<file path="src/rtl/fwd_pkg.sv">
package fwd_pkg;

    parameter int unsigned FWD_ADDR_W   = 32;
    parameter int unsigned FWD_DATA_W   = 32;
    parameter int unsigned FWD_CMD_W    = 2;
    parameter int unsigned FWD_UP_PORTS = 2;   // index 0: instruction, 1: data

    typedef struct packed {
        logic                  ifetch;
        logic [FWD_CMD_W-1:0]  cmd;
        logic [FWD_ADDR_W-1:0] addr;
        logic [FWD_DATA_W-1:0] data;
    } fwd_pkt_t;

    localparam int unsigned FWD_PKT_W = $bits(fwd_pkt_t);

    typedef enum logic [1:0] {
        SLOT_EMPTY = 2'd0,
        SLOT_SEND  = 2'd1,
        SLOT_HOLD  = 2'd2
    } slot_st_e;

    // Upstream port a response returns to: fetches to port 0, others to port 1.
    function automatic logic route_port(input fwd_pkt_t p);
        return p.ifetch ? 1'b0 : 1'b1;
    endfunction

endpackage

</file>
<file path="src/rtl/fwd_hold_slot.sv">
module fwd_hold_slot
    import fwd_pkg::*;
#(
    parameter int unsigned W = FWD_PKT_W
) (
    input  logic         clk,
    input  logic         rst,
    input  logic         load,
    input  logic [W-1:0] load_pkt,
    output logic         out_vld,
    output logic [W-1:0] out_pkt,
    input  logic         peer_acc,
    input  logic         peer_retry,
    output logic         empty
);

    slot_st_e     st_q, st_d;
    logic [W-1:0] pkt_q;

    always_comb begin
        st_d = st_q;
        unique case (st_q)
            SLOT_EMPTY: if (load)       st_d = SLOT_SEND;
            SLOT_SEND:  st_d = peer_acc ? SLOT_EMPTY : SLOT_HOLD;
            SLOT_HOLD:  if (peer_retry) st_d = SLOT_SEND;
            default:    st_d = SLOT_EMPTY;
        endcase
    end

    always_ff @(posedge clk) begin
        if (rst) begin
            st_q  <= SLOT_EMPTY;
            pkt_q <= '0;
        end else begin
            st_q <= st_d;
            if (load && st_q == SLOT_EMPTY) pkt_q <= load_pkt;
        end
    end

    assign out_vld = (st_q == SLOT_SEND);
    assign out_pkt = pkt_q;
    assign empty   = (st_q == SLOT_EMPTY);

    AST_NO_OVERWRITE: assert property (@(posedge clk) disable iff (rst)
        load |-> empty);
    AST_REFUSED_WITHDRAWS: assert property (@(posedge clk) disable iff (rst)
        (out_vld && !peer_acc) |=> !out_vld);
    AST_WAIT_FOR_RETRY: assert property (@(posedge clk) disable iff (rst)
        (st_q == SLOT_HOLD && !peer_retry) |=> !out_vld);
    AST_RESEND_SAME: assert property (@(posedge clk) disable iff (rst)
        (st_q == SLOT_HOLD && peer_retry) |=> (out_vld && $stable(out_pkt)));

endmodule

</file>
<file path="src/rtl/fwd_retry_owe.sv">
module fwd_retry_owe (
    input  logic clk,
    input  logic rst,
    input  logic refuse,
    input  logic allow,
    output logic retry,
    output logic owed
);

    logic owe_q;

    always_ff @(posedge clk) begin
        if (rst) owe_q <= 1'b0;
        else     owe_q <= (owe_q & ~allow) | refuse;
    end

    assign owed  = owe_q;
    assign retry = owe_q & allow;

    AST_RETRY_SINGLE: assert property (@(posedge clk) disable iff (rst)
        (retry && !refuse) |=> !retry);
    AST_RETRY_NEEDS_REFUSAL: assert property (@(posedge clk) disable iff (rst)
        $rose(owe_q) |-> $past(refuse));

endmodule

</file>
<file path="src/rtl/blk_mem_fwd.sv">
module blk_mem_fwd
    import fwd_pkg::*;
(
    input  logic                  clk,
    input  logic                  rst,
    input  logic                  ip_req_vld,
    input  logic [FWD_ADDR_W-1:0] ip_req_addr,
    input  logic [FWD_CMD_W-1:0]  ip_req_cmd,
    input  logic [FWD_DATA_W-1:0] ip_req_data,
    input  logic                  ip_req_ifetch,
    output logic                  ip_req_acc,
    output logic                  ip_req_retry,
    output logic                  ip_rsp_vld,
    output logic [FWD_ADDR_W-1:0] ip_rsp_addr,
    output logic [FWD_CMD_W-1:0]  ip_rsp_cmd,
    output logic [FWD_DATA_W-1:0] ip_rsp_data,
    output logic                  ip_rsp_ifetch,
    input  logic                  ip_rsp_acc,
    input  logic                  ip_rsp_retry,
    input  logic                  dp_req_vld,
    input  logic [FWD_ADDR_W-1:0] dp_req_addr,
    input  logic [FWD_CMD_W-1:0]  dp_req_cmd,
    input  logic [FWD_DATA_W-1:0] dp_req_data,
    input  logic                  dp_req_ifetch,
    output logic                  dp_req_acc,
    output logic                  dp_req_retry,
    output logic                  dp_rsp_vld,
    output logic [FWD_ADDR_W-1:0] dp_rsp_addr,
    output logic [FWD_CMD_W-1:0]  dp_rsp_cmd,
    output logic [FWD_DATA_W-1:0] dp_rsp_data,
    output logic                  dp_rsp_ifetch,
    input  logic                  dp_rsp_acc,
    input  logic                  dp_rsp_retry,
    output logic                  mp_req_vld,
    output logic [FWD_ADDR_W-1:0] mp_req_addr,
    output logic [FWD_CMD_W-1:0]  mp_req_cmd,
    output logic [FWD_DATA_W-1:0] mp_req_data,
    output logic                  mp_req_ifetch,
    input  logic                  mp_req_acc,
    input  logic                  mp_req_retry,
    input  logic                  mp_rsp_vld,
    input  logic [FWD_ADDR_W-1:0] mp_rsp_addr,
    input  logic [FWD_CMD_W-1:0]  mp_rsp_cmd,
    input  logic [FWD_DATA_W-1:0] mp_rsp_data,
    input  logic                  mp_rsp_ifetch,
    output logic                  mp_rsp_acc,
    output logic                  mp_rsp_retry
);

    localparam int unsigned NUP = FWD_UP_PORTS;

    logic           busy_q;
    fwd_pkt_t       up_req [NUP];
    fwd_pkt_t       up_rsp [NUP];
    logic [NUP-1:0] up_vld, up_acc, up_refuse, up_allow, up_retry, up_owed;
    logic [NUP-1:0] slot_empty, slot_load, rsp_vld, rsp_acc, rsp_retry;
    fwd_pkt_t       fwd_pkt, dn_pkt, mem_rsp_pkt;
    logic           arb_claim, retry_claim;
    logic           dn_load, dn_empty, rsp_take, rsp_tgt, mem_owed;

    // Upstream port mapping
    assign up_req[0] = '{ifetch: ip_req_ifetch, cmd: ip_req_cmd, addr: ip_req_addr, data: ip_req_data};
    assign up_req[1] = '{ifetch: dp_req_ifetch, cmd: dp_req_cmd, addr: dp_req_addr, data: dp_req_data};
    assign up_vld    = {dp_req_vld, ip_req_vld};
    assign rsp_acc   = {dp_rsp_acc, ip_rsp_acc};
    assign rsp_retry = {dp_rsp_retry, ip_rsp_retry};

    assign ip_req_acc    = up_acc[0];
    assign dp_req_acc    = up_acc[1];
    assign ip_req_retry  = up_retry[0];
    assign dp_req_retry  = up_retry[1];
    assign ip_rsp_vld    = rsp_vld[0];
    assign dp_rsp_vld    = rsp_vld[1];
    assign ip_rsp_addr   = up_rsp[0].addr;
    assign ip_rsp_cmd    = up_rsp[0].cmd;
    assign ip_rsp_data   = up_rsp[0].data;
    assign ip_rsp_ifetch = up_rsp[0].ifetch;
    assign dp_rsp_addr   = up_rsp[1].addr;
    assign dp_rsp_cmd    = up_rsp[1].cmd;
    assign dp_rsp_data   = up_rsp[1].data;
    assign dp_rsp_ifetch = up_rsp[1].ifetch;

    // Request acceptance: fixed priority, lowest index first, only while idle
    always_comb begin
        arb_claim = busy_q;
        fwd_pkt   = up_req[0];
        for (int k = 0; k < NUP; k++) begin
            up_acc[k] = up_vld[k] & ~arb_claim;
            if (up_acc[k]) fwd_pkt = up_req[k];
            arb_claim = arb_claim | up_vld[k];
        end
    end

    assign up_refuse = up_vld & ~up_acc;
    assign dn_load   = |up_acc;

    // Request retry: only when a new request could be taken right now
    always_comb begin
        retry_claim = busy_q | (|up_vld);
        for (int k = 0; k < NUP; k++) begin
            up_allow[k] = ~retry_claim & slot_empty[k];
            retry_claim = retry_claim | (up_owed[k] & slot_empty[k]);
        end
    end

    // Memory response routing
    assign mem_rsp_pkt = '{ifetch: mp_rsp_ifetch, cmd: mp_rsp_cmd, addr: mp_rsp_addr, data: mp_rsp_data};
    assign rsp_tgt     = route_port(mem_rsp_pkt);
    assign rsp_take    = mp_rsp_vld & busy_q & slot_empty[rsp_tgt];
    assign mp_rsp_acc  = rsp_take;

    // Busy is dropped at the response hand-off edge, before upstream delivery
    always_ff @(posedge clk) begin
        if (rst)           busy_q <= 1'b0;
        else if (dn_load)  busy_q <= 1'b1;
        else if (rsp_take) busy_q <= 1'b0;
    end

    fwd_hold_slot #(.W(FWD_PKT_W)) u_dn_slot (
        .clk        (clk),
        .rst        (rst),
        .load       (dn_load),
        .load_pkt   (fwd_pkt),
        .out_vld    (mp_req_vld),
        .out_pkt    (dn_pkt),
        .peer_acc   (mp_req_acc),
        .peer_retry (mp_req_retry),
        .empty      (dn_empty)
    );

    assign mp_req_addr   = dn_pkt.addr;
    assign mp_req_cmd    = dn_pkt.cmd;
    assign mp_req_data   = dn_pkt.data;
    assign mp_req_ifetch = dn_pkt.ifetch;

    for (genvar g = 0; g < NUP; g++) begin : g_up
        assign slot_load[g] = rsp_take && (int'(rsp_tgt) == g);

        fwd_hold_slot #(.W(FWD_PKT_W)) u_rsp_slot (
            .clk        (clk),
            .rst        (rst),
            .load       (slot_load[g]),
            .load_pkt   (mem_rsp_pkt),
            .out_vld    (rsp_vld[g]),
            .out_pkt    (up_rsp[g]),
            .peer_acc   (rsp_acc[g]),
            .peer_retry (rsp_retry[g]),
            .empty      (slot_empty[g])
        );

        fwd_retry_owe u_owe (
            .clk    (clk),
            .rst    (rst),
            .refuse (up_refuse[g]),
            .allow  (up_allow[g]),
            .retry  (up_retry[g]),
            .owed   (up_owed[g])
        );

        AST_RETRY_NOT_HOLDING: assert property (@(posedge clk) disable iff (rst)
            up_retry[g] |-> !rsp_vld[g]);
    end

    fwd_retry_owe u_mem_owe (
        .clk    (clk),
        .rst    (rst),
        .refuse (mp_rsp_vld & ~rsp_take),
        .allow  (&slot_empty),
        .retry  (mp_rsp_retry),
        .owed   (mem_owed)
    );

    AST_SINGLE_GRANT: assert property (@(posedge clk) disable iff (rst)
        $onehot0(up_acc));
    AST_DN_FREE_ON_ACCEPT: assert property (@(posedge clk) disable iff (rst)
        dn_load |-> dn_empty);
    AST_FORWARD_NEXT: assert property (@(posedge clk) disable iff (rst)
        dn_load |=> mp_req_vld);
    AST_RSP_ONE_PORT: assert property (@(posedge clk) disable iff (rst)
        rsp_take |=> (ip_rsp_vld ^ dp_rsp_vld));
    AST_RETRY_IDLE: assert property (@(posedge clk) disable iff (rst)
        (|up_retry) |-> (!busy_q && $countones(up_retry) == 1 && up_vld == '0));
    AST_MEM_OWE_BUSY: assert property (@(posedge clk) disable iff (rst)
        mem_owed |-> busy_q);
    AST_MEM_RETRY_FREE: assert property (@(posedge clk) disable iff (rst)
        mp_rsp_retry |-> (!ip_rsp_vld && !dp_rsp_vld));

endmodule

</file>
<file path="config.mk">
export PLATFORM = sky130hd
export DESIGN_NAME = blk_mem_fwd
export DESIGN_NICKNAME = d
export VERILOG_FILES = /design/src/rtl/fwd_pkg.sv /design/src/rtl/fwd_hold_slot.sv /design/src/rtl/fwd_retry_owe.sv /design/src/rtl/blk_mem_fwd.sv
export SDC_FILE = /design/constraint.sdc
export NUM_CORES = 1
export LEC_CHECK = 0
export BUFFER_PORTS_ARGS = -buffer_cell sky130_fd_sc_hd__buf_2
export CAP_MARGIN = 20
export CORE_AREA = 2 2 165 167
export DETAILED_ROUTE_END_ITERATION = 8
export DIE_AREA = 0 0 167 169
export PLACE_DENSITY_LB_ADDON = 0.1
export SYNTH_ARGS = -nofsm -noshare
export SYNTH_HDL_FRONTEND = slang
export SYNTH_SLANG_ARGS = --single-unit
</file>
<file path="constraint.sdc">
create_clock -name clk -period 4.97 [get_ports clk]
set_input_delay 1.2425 -clock clk [delete_from_list [all_inputs] [get_ports clk]]
set_output_delay 1.2425 -clock clk [all_outputs]
set_load 0.02 [all_outputs]
</file>
==> flow_results.org <==
** Hold path
- The startpoint identified for the worst hold timing path is g_up[0].u_rsp_slot.out_pkt[11]$_SDFFE_PP0P_.
- The tightest min-delay check is of the reg -> reg type.
- Worst hold path stage count :: 2
- For hold timing, the worst endpoint is g_up[0].u_rsp_slot.out_pkt[11]$_SDFFE_PP0P_.

** CTS
- Clock buffer count from CTS :: 26
- Clock transition at the registers of the reported paths :: 0.05 ns
- The number of gates resized after CTS was 0.
- CTS hold repair buffers :: 0
- Sinks on Clock Net :: 211
- Buffer levels on the longest clock path :: 3
- Clock network latency to the later pin of the worst-skew pair :: ~0.52 ns
- Number of buffers added for setup after CTS :: 0
- In this run the number of H-tree levels came out at 1.
- The root buffer cell chosen for the clock tree is clkbuf_16.
- CTS tree :: built

** Placed design
- Placed Instances :: between 1500 and 2000
- Once detailed placement completed, the half-perimeter wirelength came to between 15000 and 20000 um.
- Pre-CTS WS :: ~1.2 ns
- The count of buffers added on input and output ports is approximately 420.
- GPL Wtd Cong :: about 0.77

** Synthesis
- In the synthesized netlist the dominant register cell turns out to be dfxtp_1.
- By area, the combinational part of the netlist is dominated by multiplexers.
- The synthesized netlist occupies a cell area of 8690 um^2.
- Simple-gate portion of the synthesized area :: between 10% and 20%
- Averaged over all synthesized cells, the footprint is ~9.2 um^2.
- In this run, distinct cell masters in the synthesized netlist total 36.
- The cell count after synthesis came out at 943.
- The synthesized netlist devotes 0% of its cell area to adder and majority cells.
- Sequential cells were found to cover about half of the synthesized design area.
- Synth Area in Compound Gates :: between 10 and 15%
- Count of flip-flops with a built-in enable after synthesis :: 0
- Number of flip-flops and latches in the synthesized netlist :: roughly 210
- The number of nets handed over by synthesis was 1155.
- The portion of synthesized area spent on multiplexers is between 10% and 20%.
- For this run, asynchronously set or reset flops after synthesis account for 0%.
- Post-Synth XOR/XNOR Area :: 0%
- The Yosys step of the flow raised 0 warnings.

** Finish
- From synthesis to final layout, the design area changed by 36.8%.
- Post-Layout Cell Count :: 1691
- Fill cells in the final layout number ~2700.
- At the end of the flow, the number of nets in the layout was roughly 1500.
- Most common library cell in the layout ignoring fill and taps :: buf_2
- Commonest cells after routing, fill and taps aside :: buf_2, dfxtp_1, nand2_1
- In the final layout, the share of cells above drive strength 1 is between 30% and 40%.

** Worst setup path
- The worst register-to-register path ends at u_dn_slot.out_pkt[42]$_SDFFE_PP0P_.
- The worst setup path is captured at an output port.
- Register-to-register setup slack :: ~2.7 ns
- Number of cells traversed by the worst register-to-register path :: 4
- Critical Path AT :: around 2.4 ns
- Crit-path max FO :: 7
- The critical path is of the in -> out type.
- The startpoint identified for the worst register-to-register timing path is busy_q$_SDFFE_PP0P_.
- Data required time of the worst path :: ~3.7 ns
- Crit start category :: input pin

** Floorplan
- After floorplanning, the core was divided into 60 placement rows.
- Die Ht :: about 170 um
- Effective utilization at floorplan :: 32.8%
- Core Footprint :: 26500 um^2
- 422 I/O pins were placed.
- The floorplan step defined a die boundary enclosing between 20000 and 30000 um^2.
- Die Wd :: between 150 and 200 um

** Routing
- The count of nets left with antenna violations once routing finished came out at 0.
- Wires add up to about 28000 um.
- Remaining routing DRC violations :: 0
- Length of the first detailed-routing pass in iterations :: 4
- Per-cell via count in the routed design :: approximately 4.7
- Across all layers, the routed design uses between 7000 and 8000 vias.
- First-iteration detailed-routing DRC count :: roughly 400
- Dividing the detail-routed wire length by the instance count gives roughly 17 um.

** Power and ir drop
- Combinational cells account for 16.3% of the total power.
- Leakage Power :: ~6.5 nW
- Dividing total power by cell area gives a power density of just under 400 nW/um^2.
- The clock network accounts for 42.3% of the total power.
- The internal power of the cells totals 3.33 mW.
- The analysis attributes to net switching a power of between 1 and 1.5 mW.
- Worst-case vdd ir drop :: roughly 230 uV
- Seq pwr share :: between 40% and 50%
- Share of total power consumed by net switching :: a little over a quarter

** STA
- Worst slew margin :: between 20% and 30%
- Across all setup checks in the final design, the least slack found is between 1 and 1.5 ns.
- Transition time at the pin with the least slew margin :: around 1.1 ns
- Based on the critical path, the design can be clocked at up to ~0.27 GHz.
- Final setup violating endpoints :: 0
- Setup total negative slack on the finished layout was measured at 0 ns.
- The routed design could run at a clock period as short as 3.65 ns.
- The final max-slew violation count came to 0.
- After layout, the worst path uses ~73% of the clock period.
- The final count of hold timing violations is 0.
- On the final layout, the worst clock skew is 0.00559 ns.
- Setup repair after global routing left no endpoint under its margin.

** GRT
- Initial antenna violation count :: 6
- Wire length of the first global-routing pass :: approximately 43000 um
- Entering global routing, the biggest net connects 139 pins.
- Number of global-route vias before repair :: roughly 7700
- Global route total overflow :: 0
- Global routing used between 10% and 20% of the available tracks across all layers.

** Run status
- Outcome :: completed

** Run
- Max-capacitance violation count :: 0
[how the worst max path moves through the flow]
stage / from / slack, ns / depth (start not counted) / endpoint
after floorplan: ip_req_vld / 1.58 / 3 / dp_req_acc
after detailed placement: mp_rsp_ifetch / 1.23 / 4 / mp_rsp_acc
after CTS: mp_rsp_ifetch / 1.23 / 4 / mp_rsp_acc
final: mp_rsp_ifetch / 1.32 / 4 / mp_rsp_acc
after global placement: mp_rsp_ifetch / 1.22 / 4 / mp_rsp_acc
after global routing: mp_rsp_ifetch / 1.24 / 4 / mp_rsp_acc
[routing by layer]
layer,track usage (%),routed length [um],up-vias
li1,-,-,3949
met1,22.3,11500,3638
met2,32.8,13500,275
met3,5.70,2260,49
met4,5.47,673,4
met5,0,23,-
[per-stage QoR]
step	hold slack [ns]	area [um^2]	power (mW)	util, %
finish	0.452	11900	4.56	44.8
global route	0.469	11900	4.78	44.8
CTS	0.456	11900	4.64	44.8
detailed placement	0.443	11000	2.68	41.5
global placement	0.440	11000	2.68	41.5
floorplan	0.471	8690	2.37	-
[state kept, by name (all words and copies together) (netlist names)]
signal                   flops
g_up.u_owe.owed              2
g_up.u_rsp_slot.out_pkt    134
u_dn_slot.out_pkt           67
busy_q                       1
g_up.u_rsp_slot.st_q         4
u_dn_slot.st_q               2
u_mem_owe.owed               1
[final cells by class]
class / instances / area, um^2 / share of cell area (%)
diodes: 4 / 10.0 / 0.0842
well taps: 341 / 427 / 3.59
repair buffers: 433 / 2210 / 18.6
flip-flops and latches: 211 / 4220 / 35.6
clock inverters: 8 / 115 / 0.969
multi-input cells: 519 / 3610 / 30.4
inverters: 138 / 523 / 4.40
clock buffers: 37 / 763 / 6.42
[cells in the mapped netlist (all sizes together), types with 2 or more instances]
master  instances  share of area [%]
o21a            3               0.26
a22oi           3               0.26
nor2b           5               0.36
clkbuf         46                2.0
a21oi           4               0.23
a221oi         67                6.8
inv           137                5.9
buf            29                2.0
nand2         201                8.8
nor2           11               0.56
o22a           67                6.8
o21ai           2               0.12
and3            4               0.29
or4             2               0.22
nor3            6               0.35
mux2i         132                 15
dfxtp         211                 49
[critical path, cell delays in order]
cell	delay (ns)
buf_2	0.15
or3b_1	0.43
a21oi_1	0.34
buf_2	0.24
[power by group through the flow]
stage               clock network, mW  registers, mW  logic (mW)
global route                     2.07           1.90       0.805
finish                           1.93           1.89       0.745
detailed placement                  0           1.92       0.756
CTS                              2.00           1.89       0.757
global placement                    0           1.92       0.755
floorplan                           0           2.07       0.300
[cell families after synthesis]
kind of cell / count (synthesis)
and+or+nand+nor: 236
buffers and inverters: 213
DFF: 211
AOI/OAI and AO/OA: 151
muxes: 132
(Power assumes the default switching activity.)
